**config.mk**
```make
export PLATFORM = sky130hd
export DESIGN_NAME = acc_alu
export DESIGN_NICKNAME = d
export VERILOG_FILES = /design/src/rtl/acc_alu.sv
export SDC_FILE = /design/constraint.sdc
export NUM_CORES = 1
export LEC_CHECK = 0
export BUFFER_PORTS_ARGS = -buffer_cell sky130_fd_sc_hd__buf_2
export CELL_PAD_IN_SITES_DETAIL_PLACEMENT = 0
export CELL_PAD_IN_SITES_GLOBAL_PLACEMENT = 1
export CORE_UTILIZATION = 46
export DETAILED_ROUTE_END_ITERATION = 10
export GPL_ROUTABILITY_DRIVEN = 0
export PLACE_DENSITY_LB_ADDON = 0.1
export SLEW_MARGIN = 10
export SYNTH_ARGS = -nofsm -noshare
export SYNTH_HDL_FRONTEND = slang
export SYNTH_SLANG_ARGS = --single-unit
export TNS_END_PERCENT = 30
```
**constraint.sdc**
```tcl
create_clock -name clk -period 0.8 [get_ports clk]
set_input_delay 0.08 -clock clk [delete_from_list [all_inputs] [get_ports clk]]
set_output_delay 0.08 -clock clk [all_outputs]
set_load 0.03 [all_outputs]
```
**src/rtl/acc_alu.sv**
```systemverilog
module acc_alu #(
  parameter bit REG_OUT = 1'b1
) (
  input  logic       clk,
  input  logic       rst_n,
  input  logic [3:0] op,
  input  logic [7:0] acc,
  input  logic [7:0] opnd,
  input  logic       cy_in,
  input  logic       ac_in,
  output logic [7:0] res,
  output logic       cy_out,
  output logic       ac_out
);

  localparam logic [3:0] OP_ADD  = 4'd0;
  localparam logic [3:0] OP_ADDC = 4'd1;
  localparam logic [3:0] OP_AND  = 4'd2;
  localparam logic [3:0] OP_OR   = 4'd3;
  localparam logic [3:0] OP_XOR  = 4'd4;
  localparam logic [3:0] OP_INC  = 4'd5;
  localparam logic [3:0] OP_DEC  = 4'd6;
  localparam logic [3:0] OP_CPL  = 4'd7;
  localparam logic [3:0] OP_RL   = 4'd8;
  localparam logic [3:0] OP_RLC  = 4'd9;
  localparam logic [3:0] OP_RR   = 4'd10;
  localparam logic [3:0] OP_RRC  = 4'd11;
  localparam logic [3:0] OP_SWP  = 4'd12;
  localparam logic [3:0] OP_DAJ  = 4'd13;

  wire       add_c = (op == OP_ADDC) & cy_in;
  wire [8:0] sum   = {1'b0, acc} + {1'b0, opnd} + {8'd0, add_c};
  wire [4:0] lsum  = {1'b0, acc[3:0]} + {1'b0, opnd[3:0]} + {4'd0, add_c};

  wire       lo_fix = (acc[3:0] > 4'd9) | ac_in;
  wire [8:0] da1    = {1'b0, acc} + (lo_fix ? 9'h006 : 9'h000);
  wire       hi_fix = (da1[7:4] > 4'd9) | da1[8] | cy_in;
  wire [7:0] da2    = da1[7:0] + (hi_fix ? 8'h60 : 8'h00);

  logic [7:0] n_res;
  logic       n_cy, n_ac;

  always_comb begin
    n_res = acc;
    n_cy  = cy_in;
    n_ac  = ac_in;
    case (op)
      OP_ADD, OP_ADDC: begin n_res = sum[7:0]; n_cy = sum[8]; n_ac = lsum[4]; end
      OP_AND: n_res = acc & opnd;
      OP_OR:  n_res = acc | opnd;
      OP_XOR: n_res = acc ^ opnd;
      OP_INC: n_res = acc + 8'd1;
      OP_DEC: n_res = acc - 8'd1;
      OP_CPL: n_res = ~acc;
      OP_RL:  n_res = {acc[6:0], acc[7]};
      OP_RLC: begin n_res = {acc[6:0], cy_in}; n_cy = acc[7]; end
      OP_RR:  n_res = {acc[0], acc[7:1]};
      OP_RRC: begin n_res = {cy_in, acc[7:1]}; n_cy = acc[0]; end
      OP_SWP: n_res = {acc[3:0], acc[7:4]};
      OP_DAJ: begin n_res = da2; n_cy = hi_fix; end
      default: ;
    endcase
  end

  generate
    if (REG_OUT) begin : g_reg
      always_ff @(posedge clk or negedge rst_n) begin
        if (!rst_n) begin
          res    <= 8'h00;
          cy_out <= 1'b0;
          ac_out <= 1'b0;
        end else begin
          res    <= n_res;
          cy_out <= n_cy;
          ac_out <= n_ac;
        end
      end

      assert_logic_keeps_carry_R4: assert property (@(posedge clk) disable iff (!rst_n)
        (op == OP_AND || op == OP_OR || op == OP_XOR) |=> (cy_out == $past(cy_in) && ac_out == $past(ac_in)));

      assert_add_wrap_R2: assert property (@(posedge clk) disable iff (!rst_n)
        (op == OP_ADD) |=> (!cy_out || res < $past(acc)));

      assert_swap_bits_kept_R7: assert property (@(posedge clk) disable iff (!rst_n)
        (op == OP_SWP || op == OP_RL || op == OP_RR) |=> ($countones(res) == $countones($past(acc))));

      assert_inc_step_R5: assert property (@(posedge clk) disable iff (!rst_n)
        (op == OP_INC) |=> (8'(res - $past(acc)) == 8'd1));

      assert_da_keeps_carry_R8: assert property (@(posedge clk) disable iff (!rst_n)
        (op == OP_DAJ && cy_in) |=> cy_out);

      assert_rlc_carry_R6: assert property (@(posedge clk) disable iff (!rst_n)
        (op == OP_RLC) |=> (res[0] == $past(cy_in) && cy_out == $past(acc[7])));

      assert_reset_clear_R1: assert property (@(posedge clk)
        !rst_n |-> (res == 8'h00 && !cy_out && !ac_out));
    end else begin : g_comb
      assign res    = n_res;
      assign cy_out = n_cy;
      assign ac_out = n_ac;
    end
  endgenerate

endmodule

```
; Yosys cells after proc, flatten, opt, wreduce, memory -nomap -nowiden
; Index checks and enable logic that the tools add are counted.
[op_classes]
magnitude_cmp = 2
addsub = 8
n_bitwise = 8
mux = 5
reduce_logical = 2
eq_ne = 13
[ops]
columns = cell, n
row1 = case mux 8 bit (13 select lines), 1
row2 = equality test 4 bit (second input constant), 6
row3 = equality test 4 x 3 -> 1 bit (second input constant), 4
row4 = adder 8 x 3 -> 9 bit, 1
row5 = adder 8 x 8 -> 9 bit, 1
row6 = adder 9 x 1 -> 9 bit, 1
row7 = adder 8 x 1 -> 8 bit (second input constant), 1
row8 = adder 8 x 7 -> 8 bit, 1
row9 = AND 8 bit, 1
row10 = equality test 4 x 2 -> 1 bit (second input constant), 2
row11 = greater-than comparator 4 bit (second input constant), 2
row12 = NOT 8 bit, 1
row13 = bitwise OR 8 bit, 1
row14 = subtractor 8 x 1 -> 8 bit (second input constant), 1
row15 = bitwise XOR 8 bit, 1
row16 = two-way mux 7 bit, 1
row17 = adder 4 x 4 -> 5 bit, 1
row18 = adder 5 x 1 -> 5 bit, 1
row19 = equality test 4 x 1 -> 1 bit (second input constant), 1
row20 = logical NOT 4 bit, 1
row21 = case mux 1 bit (4 select lines), 1
row22 = two-way mux 3 bit, 1
row23 = bitwise OR 1 bit, 3
row24 = OR reduction 2 bit, 1
row25 = 2 further kinds, 2
[totals]
ff_bits = 10
out_inout_bits = 10

; Depth between registers and ports, before layout
; Gate-level depths: netlist (run 1).
[logic_depth]
ltp_word = 10
depth_mapped = 21
depth_no_buf = 19

; Worst setup path after synthesis (run 1)
; OpenSTA, ideal clock, no wires.
[synth_path]
path_kind = input -> register
from = input port acc[3]
to = register res[6]
t_arrival_ps = 3338
required_time_ps = 674
setup_time_ps = 126
slack_ps = -2664
path_buffers = 2
path_stages = 21
cell_sequence = clkbuf_1 o21ai_0 nand2b_1 ha_1 inv_1 fa_1 and3b_1 clkbuf_1 o21ai_0 a31oi_1 a211oi_2 inv_1 ha_1 inv_1 fa_1 nand2_1 o211ai_1 o311ai_0 o21ai_1 o211ai_1 o32a_1
[synth_between]
elab_chain_len = 10
[synth_lines]
columns = item, line
row1 = from (decl), 7  ; input logic [7:0] acc,
row2 = greater-than comparator 4 bit, 35  ; wire lo_fix = (acc[3:0] > 4'd9) | ac_in;
row3 = bitwise OR 1 bit, 35
row4 = two-way mux 3 bit, 36  ; wire [8:0] da1 = {1'b0, acc} + (lo_fix ? 9'h006 : 9'h000);
row5 = adder 8 x 3 -> 9 bit, 36
row6 = greater-than comparator 4 bit, 37  ; wire hi_fix = (da1[7:4] > 4'd9) | da1[8] | cy_in;
row7 = bitwise OR 1 bit (2 in a row), 37
row8 = two-way mux 7 bit, 38  ; wire [7:0] da2 = da1[7:0] + (hi_fix ? 8'h60 : 8'h00);
row9 = adder 8 x 7 -> 8 bit, 38
row10 = case mux 8 bit (13 select lines) (*), 47  ; case (op)
row11 = via n_res[6], 40  ; logic [7:0] n_res;
row12 = to (signal assigned), 73  ; res <= n_res;
row13 = to (decl), 11  ; output logic [7:0] res,
; The timed path passes the listed nets; every way through them passes the cells marked *.

; Worst setup path after layout (run 1)
[layout_path]
from = input port acc[1]
to = register res[6]
; The elaborated chain is that of the path after synthesis.

==> results of run 1 <==
[Yosys cell counts (all sizes together) (2+ instances only)]
cell type   n
o21a        2
o21ai      25
xnor2      10
clkbuf      5
dfrtp      10
and4b       2
ha         25
nor4        3
nand3b      2
buf        14
a21o        5
a21oi      19
xor2        4
a31oi       9
a211oi      5
mux2i       3
a22oi       4
a221oi      2
nor2b       5
nand3       9
o211ai      5
and2        2
and3b       2
nor3        9
a32oi       3
nand2      28
inv        26
o22ai       6
nand4       3
nor2       24
o32a        2
fa          5
[power breakdown]
group	switching [mW]	leakage [nW]	internal (mW)	total [mW]
Combinational	1.14	1.47	1.06	2.20
Clock	0.207	0.0288	0.433	0.640
Sequential	0.0336	0.117	0.578	0.612
[per-layer routing]
metal  wire [um]  global-route usage  up-vias
li1            -                   -     1329
met1        3490               0.455     1310
met2        4130               0.595      150
met3         627              0.0323       21
met4         195              0.0978        0
met5           0                   0        -
[worst max-delay path: cells and delay by family]
kind            cells  cell delay [ns]
fa+ha+maj           4             1.16
compound gates      8             0.99
simple gates        4             0.53
buf+inv             4             0.25
[final cells by class]
type                            count  area, um2  share of cell area
Multi-Input combinational cell    245       1900               0.557
Clock buffer                        4       55.1              0.0161
Timing Repair Buffer              130       1040               0.303
Tap cell                           52       65.1              0.0190
Sequential cell                    10        250              0.0733
Inverter                           26        108              0.0315
[stage by stage]
| stage | TNS [ns] | instances | total power [mW] |
|---|---|---|---|
| 6_report | -11.91 | 467 | 3.45 |
| 5_1_grt | -13.19 | 467 | 3.65 |
| 4_1_cts | -11.96 | 466 | 3.37 |
| 3_5_place_dp | -15.35 | 457 | 2.49 |
| 3_3_place_gp | -14.95 | 457 | 2.46 |
| 2_1_floorplan | -14.67 | 300 | 1.70 |
[sequential cells by signal (all words and copies together) (netlist names)]
name    count
res         8
ac_out      1
cy_out      1
[path summary, 6_finish.rpt]
check                         end  slack [ns]  cells after the start
setup / recovery           res[6]       -2.10                     20
hold / removal             ac_out        0.06                      3
max in group asynchronous  res[1]        0.36                      2
min in group asynchronous  res[7]        0.24                      2
[cells by family (layout without fill, tap and decap cells)]
kind of cell	count (synthesis)	after routing	share of synthesized area
buf+inv	45	160	0.0868
flops	10	10	0.114
xor+xnor	14	14	0.0556
simple gates	94	94	0.213
compound gates	102	102	0.315
fa+ha+maj	30	30	0.187
mux	5	5	0.0289
[repair_timing]
| item | 4_1_cts | 5_1_grt |
|---|---|---|
| hold endpoints to repair | 10 | 0 |
| gates resized for setup | 60 | 11 |
| hold buffers | 1 | 0 |
| setup buffers | 4 | 2 |
| pin swaps | 25 | 11 |
| setup endpoints to repair | 20 | 20 |
==> impl_summary.log, run 1 <==
INFO  metric outcome = complete, but fails checks
INFO  metric failing_checks = DRC, setup timing
INFO  metric first_iter_violations = between 300 and 400
INFO  metric first_pass_grt_wire_length = approximately 14000 um
INFO  metric power-per-cell-area = 1010 mW/mm2
INFO  metric finalWirelength = 8440 um
INFO  metric rows = 24
INFO  metric tightestPinTransition = between 0.4 and 0.5 ns
INFO  metric drtAntennaViolNets = 0
INFO  metric hold_path_startpoint = ac_in
INFO  metric number_of_enable_flip_flop_cells_after_synthesis = 0
INFO  metric criticalPathCategory = input pin to flop
INFO  metric power_leakage = about 1.6 nW
INFO  metric clkSlewWorstSetupHoldPaths = 0.05 ns
INFO  metric layout-drive-gt1-share = 0.419
INFO  metric post-synth-top-area-cell = ha_1
INFO  metric cts-buffers-inserted = 3
INFO  metric final_core_utilization = 0.763
INFO  metric yosys_register_bits = 10
INFO  metric netlist.area_leader.share = 0.142
INFO  metric synth-main-ff-cell = dfrtp_1
INFO  metric timing.slew.headroom = 0.716
INFO  metric remaining_drc_errors = 2
INFO  metric finalSetupViolations = 20
INFO  metric final_max_slew_viol_count = 0
INFO  metric number_of_global_route_vias_before_repair = about 2800
INFO  metric layout_setup_ws = -2.10 ns
INFO  metric cts_sinks = 10
INFO  metric postSynthCellCount = 300
INFO  metric groute.usage.overall = 0.343
INFO  metric grt_max_degree = 30
INFO  metric fp.dieW = ~71 um
INFO  metric most_common_library_cell_in_the_layout_ignoring_fill_and_taps = buf_4
INFO  metric via_count = ~2800
INFO  metric postSynth.asyncResetShare = 1.00
INFO  metric design.portCount = 34
INFO  metric cts_buffer_depth = 2
INFO  metric fillerInstances = 351
INFO  metric tritoncts_clock_tree = yes
INFO  metric nNetsFinal = 470
INFO  metric syn_area = 0.00220 mm2
INFO  metric fin_area = between 0.003 and 0.004 mm2
INFO  metric hpwl_dp = about 6200 um
INFO  metric flow.area_growth_from_synthesis = 54.9%
INFO  metric rsz0062_at_grt = true
INFO  metric finalWorstPathRequiredPeriod = between 2 and 3 ns
INFO  metric end_kind = flop
INFO  metric route.detailed.vias_per_inst = 6.02
INFO  metric clock-root-buffer = clkbuf_8
INFO  metric fin_crit_sh = 3.62
INFO  metric cp.arrival = 3.02 ns
INFO  metric hold_violations = 0
INFO  metric start_kind = input pin
INFO  metric max-cap-violations = 0
INFO  metric design.core.area = around 0.0045 mm2
INFO  metric detail_route.first_pass.iterations = 8
INFO  metric largest_driver_fanout_on_the_critical_path = 4
INFO  metric classification_of_the_worst_slack_hold_path = input pin to flop
INFO  metric wire_per_inst = 18.1 um
INFO  metric hold_slack = 0.0644 ns
INFO  metric synthDistinctLibCells = 62
INFO  metric synthesized_nets = 354
INFO  metric ys_seq_area_frac = 0.114
INFO  metric diodes = 0
INFO  metric vdd_ir_drop_max = ~1.0 mV
INFO  metric fmax = 0.345 GHz
INFO  metric warning_count_from_the_yosys_run = 0
INFO  metric crit_slowest_cell = fa_1
INFO  metric detailed_place.area = roughly 0.0030 mm2
INFO  metric antenna_found_initial = 0
INFO  metric overflow = 0
INFO  metric synthesis.area_per_instance = between 7 and 8 um2
INFO  metric timing.critical_path.from = acc[1]
INFO  metric crit_path_cell_trace = buf_8 > o21ai_2 > nand2b_1 > ha_2 > inv_2 > fa_2 > and3b_2 > nand4_1 > o21ai_1 > a211oi_2 > inv_1 > ha_4 > inv_2 > fa_1 > nand2_1 > o211ai_1 > o311ai_1 > o21ai_1 > o211ai_1 > o32a_1
INFO  metric die_h = between 70 and 80 um
INFO  metric max_stage_delay = 0.47 ns
INFO  metric final_cell_mix = 91 x buf_4, 25 x nand2_1, 22 x nor2_1, 22 x ha_1
INFO  metric timing.critical_path.required = 0.92 ns
INFO  metric pre_cts_ws = -2.38 ns
INFO  metric buffer_ports.inserted = 33
INFO  metric cts_htree_levels = 1
INFO  metric yosys-top-cells-area = ha_1 14%, dfrtp_1 11%, o21ai_0 5.0%, nand2_1 4.8%, fa_1 4.5%
INFO  metric die_area = around 0.0051 mm2
INFO  metric start_util = 0.493
(Power assumes the default switching activity.)
==> run 2: changes to the inputs <==
--- a/config.mk
+++ b/config.mk
@@ -8,7 +8,7 @@
 export BUFFER_PORTS_ARGS = -buffer_cell sky130_fd_sc_hd__buf_2
 export CELL_PAD_IN_SITES_DETAIL_PLACEMENT = 0
 export CELL_PAD_IN_SITES_GLOBAL_PLACEMENT = 1
-export CORE_UTILIZATION = 46
+export CORE_UTILIZATION = 42
 export DETAILED_ROUTE_END_ITERATION = 10
 export GPL_ROUTABILITY_DRIVEN = 0
 export PLACE_DENSITY_LB_ADDON = 0.1
==> constraint.sdc (replaced) <==
create_clock -name clk -period 2.95 [get_ports clk]
set_input_delay 0.295 -clock clk [delete_from_list [all_inputs] [get_ports clk]]
set_output_delay 0.295 -clock clk [all_outputs]
set_load 0.03 [all_outputs]
==> run 2 against run 1 <==
Net effect: the flow finishes with violations (setup timing); first-iteration DRC count down 35%; sequential power fell by 74%; worst hold slack improved by 0.20 ns; critical path type unchanged; largest cell class unchanged.
==> impl_summary.log, run 2 (synthesis results as in run 1) <==
INFO  metric final_cell_mix = 31 x buf_2, 28 x nand2_1, 24 x nor2_1, 24 x ha_1 (was 91 x buf_4, 25 x nand2_1, 22 x nor2_1, 22 x ha_1)
INFO  metric cts_sinks = 10 (unchanged)
INFO  metric fin_crit_sh = 1.07
INFO  metric nNetsFinal = 396 (was 470)
INFO  metric finalWirelength = 7430 um (was 8440 um)
INFO  metric final_max_slew_viol_count = 0 (unchanged)
INFO  metric start_util = 0.434 (was 0.493)
INFO  metric clock-root-buffer = clkbuf_8 (unchanged)
INFO  metric max-cap-violations = 0 (unchanged)
INFO  metric antenna_found_initial = 0 (unchanged)
INFO  metric failing_checks = setup timing (was DRC, setup timing)
INFO  metric largest_register_ffs = 8 (unchanged)
INFO  metric die_area = 0.00554 mm2 (was 0.00507 mm2)
INFO  metric first_iter_violations = 226 (was 346)
INFO  metric cts_htree_levels = 1 (unchanged)
INFO  metric route.detailed.vias_per_inst = 5.87 (was 6.02)
INFO  metric remaining_drc_errors = 0 (was 2)
INFO  metric detail_route.first_pass.iterations = 4 (was 8)
INFO  metric criticalPathCategory = input pin to flop (unchanged)
INFO  metric cp.arrival = 3.26 ns (was 3.02 ns)
INFO  metric buffer_ports.inserted = 33 (unchanged)
INFO  metric wire_per_inst = 18.1 um (about the same)
INFO  metric regMostFlops = res (unchanged)
INFO  metric fmax = ~0.32 GHz
INFO  metric start_kind = input pin (unchanged)
INFO  metric pre_cts_ws = -0.525 ns (was -2.38 ns)
INFO  metric seqCellArea = 250 um2 (unchanged)
INFO  metric groute.usage.overall = 0.282 (was 0.343)
INFO  metric number_of_global_route_vias_before_repair = 2192 (was 2763)
INFO  metric hold_slack = 0.269 ns (was 0.0644 ns)
INFO  metric grt_max_degree = 40 (was 30)
INFO  metric detailed_place.area = 0.00252 mm2 (was 0.00304 mm2)
INFO  metric fin_cells = 411 (was 467)
INFO  metric via_count = 2414 (was 2810)
INFO  metric hpwl_dp = 5720 um (was 6250 um)
INFO  metric reg.largest.list = res (8), ac_out (1), cy_out (1) (unchanged)
INFO  metric most_common_library_cell_in_the_layout_ignoring_fill_and_taps = buf_2 (was buf_4)
INFO  metric rows = 26 (was 24)
INFO  metric power-per-cell-area = 294 mW/mm2 (was 1010 mW/mm2)
INFO  metric fillerInstances = 518 (was 351)
INFO  metric fp.dieW = 74.5 um (was 71.2 um)
INFO  metric finalWorstPathRequiredPeriod = roughly 3.1 ns
INFO  metric final.setup.tns = -0.260 ns (was -11.91 ns)
INFO  metric timing.critical_path.required = 3.07 ns (was 0.92 ns)
INFO  metric design.core.area = 0.00507 mm2 (was 0.00447 mm2)
INFO  metric multi_input_comb_area = 0.00177 mm2 (was 0.00190 mm2)
INFO  metric fin_area = 0.00261 mm2 (was 0.00342 mm2)
INFO  metric place.detailed.instances = 404 (was 457)
INFO  metric hold_violations = 0 (unchanged)
INFO  metric vdd_ir_drop_max = 0.225 mV (was 1.05 mV)
INFO  metric end_kind = flop (unchanged)
INFO  metric cts_buffer_depth = 2 (unchanged)
INFO  metric largest_driver_fanout_on_the_critical_path = 4 (unchanged)
INFO  metric die_h = 74.5 um (was 71.2 um)
INFO  metric diodes = 0 (unchanged)
INFO  metric flow.area_growth_from_synthesis = 18.5% (was 54.9%)
INFO  metric tightestPinTransition = 0.639 ns (was 0.425 ns)
INFO  metric overall_power = 0.768 mW (was 3.45 mW)
INFO  metric drtAntennaViolNets = 0 (unchanged)
INFO  metric final_core_utilization = 0.515 (was 0.763)
INFO  metric rsz0062_at_grt = true (unchanged)
INFO  metric power_leakage = 1.19 nW (was 1.61 nW)
INFO  metric design.portCount = 34 (unchanged)
INFO  metric overflow = 0 (unchanged)
INFO  metric layout-drive-gt1-share = 0.226 (was 0.419)
INFO  metric first_pass_grt_wire_length = 11600 um (was 13600 um)
INFO  metric cts-buffers-inserted = 3 (unchanged)
INFO  metric outcome = complete, but fails checks (unchanged)
INFO  metric layout_setup_ws = -0.196 ns (was -2.10 ns)
INFO  metric clkSlewWorstSetupHoldPaths = 0.05 ns (about the same)
INFO  metric classification_of_the_worst_slack_hold_path = input pin to flop (unchanged)
INFO  metric timing.slew.headroom = 0.572 (was 0.716)
INFO  metric tritoncts_clock_tree = yes (unchanged)
INFO  metric finalSetupViolations = 2 (was 20)
==> run 2: changes by cell type in the layout (fill, tap and decap cells not counted), sizes merged <==
cell  previous run  this run
buf            129        55
==> run 2: layer usage <==
| metal | share of wire | vias to the layer above | track usage | wire (um) |
|---|---|---|---|---|
| li1 | - | 1185 | - | - |
| met1 | 0.45 | 1131 | 0.404 | 3350 |
| met2 | 0.47 | 90 | 0.445 | 3460 |
| met3 | 0.068 | 8 | 0.0366 | 508 |
| met4 | 0.016 | 0 | 0.0713 | 120 |
| met5 | 0 | - | 0 | 0 |
==> run 2: what timing repair did <==
action | 4_1_cts | 5_1_grt
hold endpoints to repair | 10 | 0
endpoints found under the setup margin | 2 | 2
buffers inserted | 1 | 1
gates resized for setup | 4 | 0
pin swaps | 2 | 1
hold buffers | 1 | 0
==> run 2: layout make-up <==
type / instances / area share
Multi-Input combinational cell: 245 / 0.677
Timing Repair Buffer: 56 / 0.135
Sequential cell: 10 / 0.0958
Inverter: 26 / 0.0374
Tap cell: 70 / 0.0335
Clock buffer: 4 / 0.0211
==> run 2: power by group <==
part	leakage, nW	total (mW)	switching, mW	internal [mW]
Clock	0.0288	0.171	0.0536	0.117
Sequential	0.117	0.160	0.00351	0.156
Combinational	1.04	0.437	0.265	0.172
==> run 2: worst paths after layout <==
| check | cells past startpoint | startpoint | to | slack (ns) |
|---|---|---|---|---|
| max in group asynchronous | 2 | rst_n | ac_out | 2.31 |
| setup / recovery | 19 | acc[2] | res[6] | -0.20 |
| min in group asynchronous | 2 | rst_n | res[6] | 0.45 |
| hold / removal | 3 | ac_in | ac_out | 0.27 |
==> run 2: critical path, stage by stage <==
cell	delay, ns
buf_2	0.09
o21ai_1	0.06
nand2b_1	0.09
ha_2	0.19
inv_2	0.04
fa_2	0.36
and3b_2	0.29
buf_4	0.12
buf_4	0.10
xnor2_1	0.12
ha_1	0.16
inv_1	0.04
fa_1	0.47
nand2_1	0.05
o211ai_1	0.10
o311ai_1	0.12
o21ai_1	0.11
o211ai_1	0.12
o32a_1	0.31
